--- src/rtl/trg_rx_pkg.sv ---
package trg_rx_pkg;
  localparam int WORD_W  = 64;
  localparam int TYPE_W  = 4;
  localparam int NUM_W   = 16;
  localparam int RND_W   = 8;
  localparam int INFO_W  = 24;
  localparam int TYPE_LO = 0;
  localparam int NUM_LO  = 16;
  localparam int RND_LO  = 32;
  localparam int INFO_LO = 40;

  typedef struct packed {
    logic [INFO_W-1:0] info;
    logic [RND_W-1:0]  rnd;
    logic [NUM_W-1:0]  num;
    logic [TYPE_W-1:0] ttype;
  } trg_fields_t;

  typedef enum logic {HS_IDLE = 1'b0, HS_BUSY = 1'b1} hs_state_t;
endpackage

--- src/rtl/trg_word_unpack.sv ---
module trg_word_unpack
  import trg_rx_pkg::*;
(
  input  logic [WORD_W-1:0] word_i,
  output trg_fields_t       fields_o
);
  logic unused_bits;
  assign unused_bits = ^word_i[NUM_LO-1:TYPE_LO+TYPE_W];

  always_comb begin
    fields_o.ttype = word_i[TYPE_LO +: TYPE_W];
    fields_o.num   = word_i[NUM_LO  +: NUM_W];
    fields_o.rnd   = word_i[RND_LO  +: RND_W];
    fields_o.info  = word_i[INFO_LO +: INFO_W];
  end
endmodule

--- src/rtl/trg_strobe_cnt.sv ---
module trg_strobe_cnt #(
  parameter int CNT_W = 16
) (
  input  logic             clk,
  input  logic             rst_n,
  input  logic             strobe_i,
  input  logic             clr_i,
  input  logic             take_i,
  output logic [CNT_W-1:0] cnt_nx_o,
  output logic [CNT_W-1:0] cnt_q_o,
  output logic             pend_eff_o
);
  logic [CNT_W-1:0] cnt_q;
  logic             pend_q, pend_nx;
  logic             cnt_en;

  always_comb begin
    cnt_en     = clr_i | strobe_i;
    cnt_nx_o   = cnt_q;
    if (clr_i)         cnt_nx_o = '0;
    else if (strobe_i) cnt_nx_o = cnt_q + CNT_W'(1);
    pend_eff_o = pend_q | strobe_i;
    pend_nx    = take_i ? 1'b0 : pend_eff_o;
  end

  always_ff @(posedge clk or negedge rst_n) begin
    if (!rst_n) begin
      cnt_q  <= '0;
      pend_q <= 1'b0;
    end else begin
      if (cnt_en) cnt_q <= cnt_nx_o;
      pend_q <= pend_nx;
    end
  end

  assign cnt_q_o = cnt_q;
endmodule

--- src/rtl/trg_handshake.sv ---
module trg_handshake
  import trg_rx_pkg::*;
#(
  parameter int ERR_W   = 32,
  parameter int MIS_BIT = 16
) (
  input  logic        clk,
  input  logic        rst_n,
  input  logic        pkt_valid_i,
  input  trg_fields_t fields_i,
  input  logic        mismatch_i,
  input  logic        rel_i,
  input  logic [ERR_W-1:0] err_local_i,
  output logic        take_o,
  output logic        rcv_o,
  output trg_fields_t fields_o,
  output logic        rel_done_o,
  output logic [ERR_W-1:0] err_pat_o
);
  localparam logic [ERR_W-1:0] MIS_MASK = ERR_W'(1) << MIS_BIT;

  hs_state_t        st_q, st_nx;
  trg_fields_t      fld_q;
  logic             mis_q;
  logic             done_nx, done_q;
  logic             err_en;
  logic [ERR_W-1:0] err_nx, err_q;

  always_comb begin
    st_nx   = st_q;
    take_o  = 1'b0;
    done_nx = 1'b0;
    err_en  = 1'b0;
    err_nx  = err_local_i | (mis_q ? MIS_MASK : '0);
    case (st_q)
      HS_IDLE: if (pkt_valid_i) begin
        take_o = 1'b1;
        st_nx  = HS_BUSY;
      end
      HS_BUSY: if (rel_i) begin
        done_nx = 1'b1;
        err_en  = 1'b1;
        st_nx   = HS_IDLE;
      end
      default: st_nx = HS_IDLE;
    endcase
  end

  always_ff @(posedge clk or negedge rst_n) begin
    if (!rst_n) begin
      st_q   <= HS_IDLE;
      fld_q  <= '0;
      mis_q  <= 1'b0;
      done_q <= 1'b0;
      err_q  <= '0;
    end else begin
      st_q   <= st_nx;
      done_q <= done_nx;
      if (take_o) begin
        fld_q <= fields_i;
        mis_q <= mismatch_i;
      end
      if (err_en) err_q <= err_nx;
    end
  end

  assign rcv_o      = (st_q == HS_BUSY);
  assign fields_o   = fld_q;
  assign rel_done_o = done_q;
  assign err_pat_o  = err_q;
endmodule

--- src/rtl/trg_rx_endpoint.sv ---
module trg_rx_endpoint
  import trg_rx_pkg::*;
#(
  parameter int ERR_W   = 32,
  parameter int MIS_BIT = 16
) (
  input  logic               clk,
  input  logic               rst_n,
  input  logic               strobe_i,
  input  logic               cnt_clr_i,
  input  logic               pkt_valid_i,
  input  logic [WORD_W-1:0]  pkt_word_i,
  input  logic               rel_i,
  input  logic [ERR_W-1:0]   err_local_i,
  output logic               trg_rcv_o,
  output logic [TYPE_W-1:0]  trg_type_o,
  output logic [NUM_W-1:0]   trg_num_o,
  output logic [RND_W-1:0]   trg_rnd_o,
  output logic [INFO_W-1:0]  trg_info_o,
  output logic               rel_done_o,
  output logic [ERR_W-1:0]   err_pat_o
);
  logic [1:0]       rst_sync_q;
  logic             rst_ns;
  trg_fields_t      fld_in, fld_out;
  logic             take;
  logic [NUM_W-1:0] cnt_nx, cnt_q;
  logic             pend_eff;
  logic             mismatch;

  always_ff @(posedge clk or negedge rst_n) begin
    if (!rst_n) rst_sync_q <= 2'b00;
    else        rst_sync_q <= {rst_sync_q[0], 1'b1};
  end
  assign rst_ns = rst_sync_q[1];

  trg_word_unpack i_unpack (
    .word_i   (pkt_word_i),
    .fields_o (fld_in)
  );

  trg_strobe_cnt #(.CNT_W(NUM_W)) i_cnt (
    .clk        (clk),
    .rst_n      (rst_ns),
    .strobe_i   (strobe_i),
    .clr_i      (cnt_clr_i),
    .take_i     (take),
    .cnt_nx_o   (cnt_nx),
    .cnt_q_o    (cnt_q),
    .pend_eff_o (pend_eff)
  );

  assign mismatch = (fld_in.num != cnt_nx) | ~pend_eff;

  trg_handshake #(.ERR_W(ERR_W), .MIS_BIT(MIS_BIT)) i_hs (
    .clk         (clk),
    .rst_n       (rst_ns),
    .pkt_valid_i (pkt_valid_i),
    .fields_i    (fld_in),
    .mismatch_i  (mismatch),
    .rel_i       (rel_i),
    .err_local_i (err_local_i),
    .take_o      (take),
    .rcv_o       (trg_rcv_o),
    .fields_o    (fld_out),
    .rel_done_o  (rel_done_o),
    .err_pat_o   (err_pat_o)
  );

  assign trg_type_o = fld_out.ttype;
  assign trg_num_o  = fld_out.num;
  assign trg_rnd_o  = fld_out.rnd;
  assign trg_info_o = fld_out.info;
endmodule

--- config.mk ---
export PLATFORM = sky130hd
export DESIGN_NAME = trg_rx_endpoint
export DESIGN_NICKNAME = d
export VERILOG_FILES = /design/src/rtl/trg_rx_pkg.sv /design/src/rtl/trg_word_unpack.sv /design/src/rtl/trg_strobe_cnt.sv /design/src/rtl/trg_handshake.sv /design/src/rtl/trg_rx_endpoint.sv
export SDC_FILE = /design/constraint.sdc
export NUM_CORES = 1
export LEC_CHECK = 0
export BUFFER_PORTS_ARGS = -buffer_cell sky130_fd_sc_hd__buf_2
export CAP_MARGIN = 20
export CORE_MARGIN = 10
export CORE_UTILIZATION = 48
export CTS_CLUSTER_DIAMETER = 50
export DETAILED_ROUTE_END_ITERATION = 12
export GPL_TIMING_DRIVEN = 1
export PLACE_DENSITY_LB_ADDON = 0.3
export SYNTH_ARGS = -nofsm -noshare
export SYNTH_HDL_FRONTEND = slang
export SYNTH_SLANG_ARGS = --single-unit
--- constraint.sdc ---
create_clock -name clk -period 3.75 [get_ports clk]
set_input_delay 0.375 -clock clk [delete_from_list [all_inputs] [get_ports clk]]
set_output_delay 0.375 -clock clk [all_outputs]
set_load 0.01 [all_outputs]
==> impl_metrics.ini <==
[clocking]
cts_resized = 0
cts_buffers = 9
ctsRootBufferMaster = clkbuf_8
clk_pin_slew_ns = 0.11
cts.path.max_buffers = 2
insertion_delay_ns = 0.36
cts_tree = built
clkSinkCount = 106
htreeDepth = 3

[place]
dp_hpwl_um = 8666
postPlaceCellArea_mm2 = 0.005431
dp_slack_ns = 1.037
gp_congestion = 0.7621
portBuffers = 175

[global_routing]
track_usage_pct = 16.06
grt_pass1_wl_um = 16940
grt_pass1_vias = 3435
grt_max_degree = 55
grt_overflow = 0
antenna_found_initial = 0

[die]
pin_count = 188
fp-row-count = 34
start_util_pct = 50.07
core-area_mm2 = 0.008848
dieArea_mm2 = 0.01347
die_x_um = 116.1
die_h_um = 116.1

[critical_path]
regToRegSetupSlack_ns = 1.04
timing.rr.start = i_cnt.cnt_q_o[0]
timing.rr.end = i_hs.mis_q
critical_path.startpoint = i_cnt.cnt_q_o[0]
crit_required_ns = 3.98
r2r_cells = 7
worstPathArrival_ns = 2.94
critPathLaunchType = register
cp_max_fo = 6
path_class = register to register
end_kind = register

[power]
ir_worst_vdd_mv = 0.3604
leakagePower_uw = 0.002674
p_total_uw = 2991
p_per_area_mw_per_mm2 = 528.4

[final_layout]
fin_area_mm2 = 0.005659
utilization_pct = 63.96
antenna_cells = 0
synthToLayoutAreaGrowth_pct = 27.73
layout_commonest_cell = buf_2
nets = 595
drive_above_1_share_pct = 59.56
mostFrequentLayoutCells = buf_2 (175), dfrtp_1 (105), mux2_2 (87)

[synth]
yosysUniqueCellTypes = 39
syn_nets = 419
ys_warn_count = 0
yosysSeqAreaShare_pct = 59.87
avgSynthCellArea_um2 = 14.02
syn_inst = 316
ys_ff_latch = 106
syn-cell-area_mm2 = 0.004430

[drt]
wl_per_cell_um = 18.09
routed_wl_um = 10940
via_count = 3095
postRouteAntennaNets = 0
firstDrtPassIters = 4
drc = 0
drtIter0Drc = 97
viasPerCell = 5.116

[sta]
worst_slack_ns = 1.038
fmax_mhz = 368.7
fin_skew_ns = 0.01159
worstMarginPinSlew_ns = 0.6913
period_share_pct = 72.33
slew_headroom_pct = 53.91
rsz0062_at_grt = no
tns_ns = 0
drv_slew = 0
hold_viol_final = 0
min_period_ns = 2.712
setup_violations = 0

[min_path]
hp-start = pkt_word_i[33]
hold_path.class = input pin to register
holdPathStages = 2
hold_path_end = i_hs.fields_o[21]

[job]
drv_cap = 0

[outcome]
status = complete, no violations
==> timing repair <==
item                      4_1_cts  5_1_grt
hold endpoints to repair        2        0
buffers inserted                0        0
hold buffers                    1        0
==> metal layers <==
metal	vias up	global-route usage [%]	part of all wire (%)
met1	1517	16.43	35
met5	-	0	0
met3	13	7.752	8.8
met2	92	28.82	54
met4	0	4.087	1.2
li1	1473	-	-
==> state kept, by name, summed over array words and instances (netlist names) <==
register,count
i_hs.fields_o,52
i_hs.err_pat_o,32
i_cnt.cnt_q_o,16
rst_sync_q,2
i_cnt.pend_q,1
i_hs.mis_q,1
i_hs.rcv_o,1
i_hs.rel_done_o,1
==> synthesized netlist by cell type <==
master | number | area (µm²)
dfrtp_1 | 106 | 2653
mux2_2 | 87 | 979.7
nor2_1 | 17 | 63.81
nand2_1 | 13 | 48.80
xnor2_1 | 10 | 87.58
clkbuf_1 | 9 | 33.78
xor2_1 | 7 | 61.31
o21ai_0 | 6 | 30.03
nand4_1 | 5 | 31.28
nor2b_1 | 5 | 31.28
a21oi_1 | 4 | 20.02
nor3_1 | 4 | 20.02
a21oi_2 | 3 | 26.28
buf_2 | 3 | 15.01
inv_1 | 3 | 11.26
o31ai_1 | 3 | 22.52
or4_1 | 3 | 22.52
and4_1 | 2 | 17.52
mux2i_1 | 2 | 20.02
nor3b_1 | 2 | 15.01
nor4_1 | 2 | 12.51
or3_1 | 2 | 12.51
or4_4 | 2 | 22.52
a2111oi_4 | 1 | 27.53
a311oi_1 | 1 | 8.760
a41oi_2 | 1 | 16.27
and2_4 | 1 | 8.760
and4b_1 | 1 | 10.01
buf_1 | 1 | 3.750
buf_4 | 1 | 7.510
buf_6 | 1 | 11.26
conb_1 | 1 | 3.750
ha_1 | 1 | 12.51
nand3_1 | 1 | 5.000
nand4_2 | 1 | 12.51
nand4bb_1 | 1 | 11.26
nor3_4 | 1 | 16.27
or2_2 | 1 | 6.260
or3_4 | 1 | 11.26
==> cell families (layout without fill, tap and decap cells) <==
| group | after synthesis | in the layout | share of synthesized area (%) |
|---|---|---|---|
| compound gates | 19 | 19 | 3.417 |
| xor+xnor | 17 | 17 | 3.361 |
| fa+ha+maj | 1 | 1 | 0.2824 |
| buf+inv | 18 | 199 | 1.864 |
| flops | 106 | 106 | 59.87 |
| mux | 89 | 89 | 22.56 |
| other cells | 1 | 1 | 0.08464 |
| simple gates | 65 | 65 | 8.557 |
==> report_power, final <==
part	total, µW	internal (µW)	switching [µW]
clock	745	329	416
combinational	757	390	367
sequential	1490	1370	116
total	2990	2090	900
==> through the flow <==
stage / hold slack, ns / std cells
6_report: 0.2323 / 605
5_1_grt: 0.1955 / 605
4_1_cts: 0.2086 / 605
3_5_place_dp: 0.1627 / 588
3_3_place_gp: 0.1603 / 587
2_1_floorplan: 0.07941 / 316
==> worst max path at each step <==
stage / end / slack (ns) / depth (start not counted)
final: i_hs.mis_q / 1.04 / 7
after global routing: i_hs.mis_q / 0.82 / 7
after floorplan: i_cnt.cnt_q_o[0] / 0.58 / 0
after detailed placement: i_hs.mis_q / 1.04 / 7
after CTS: i_hs.mis_q / 1.03 / 7
after global placement: i_hs.mis_q / 1.19 / 7
==> cell type report <==
| class | instances | area, µm² |
|---|---|---|
| well taps | 108 | 135.1 |
| clock inverters | 7 | 93.84 |
| repair buffers | 180 | 935.9 |
| multi-input cells | 192 | 1703 |
| inverters | 3 | 11.26 |
| fillers | 718 | 3189 |
| clock buffers | 9 | 123.9 |
| flip-flops and latches | 106 | 2656 |
==> critical path: stages (launching register included) <==
cell,delay [ns]
dfrtp_1,0.41
ha_1,0.23
nand4_1,0.26
nor4_1,0.54
mux2_2,0.39
nand4bb_1,0.24
a2111oi_4,0.38
a41oi_2,0.13
Note: power is estimated with default switching activity, not from simulation.
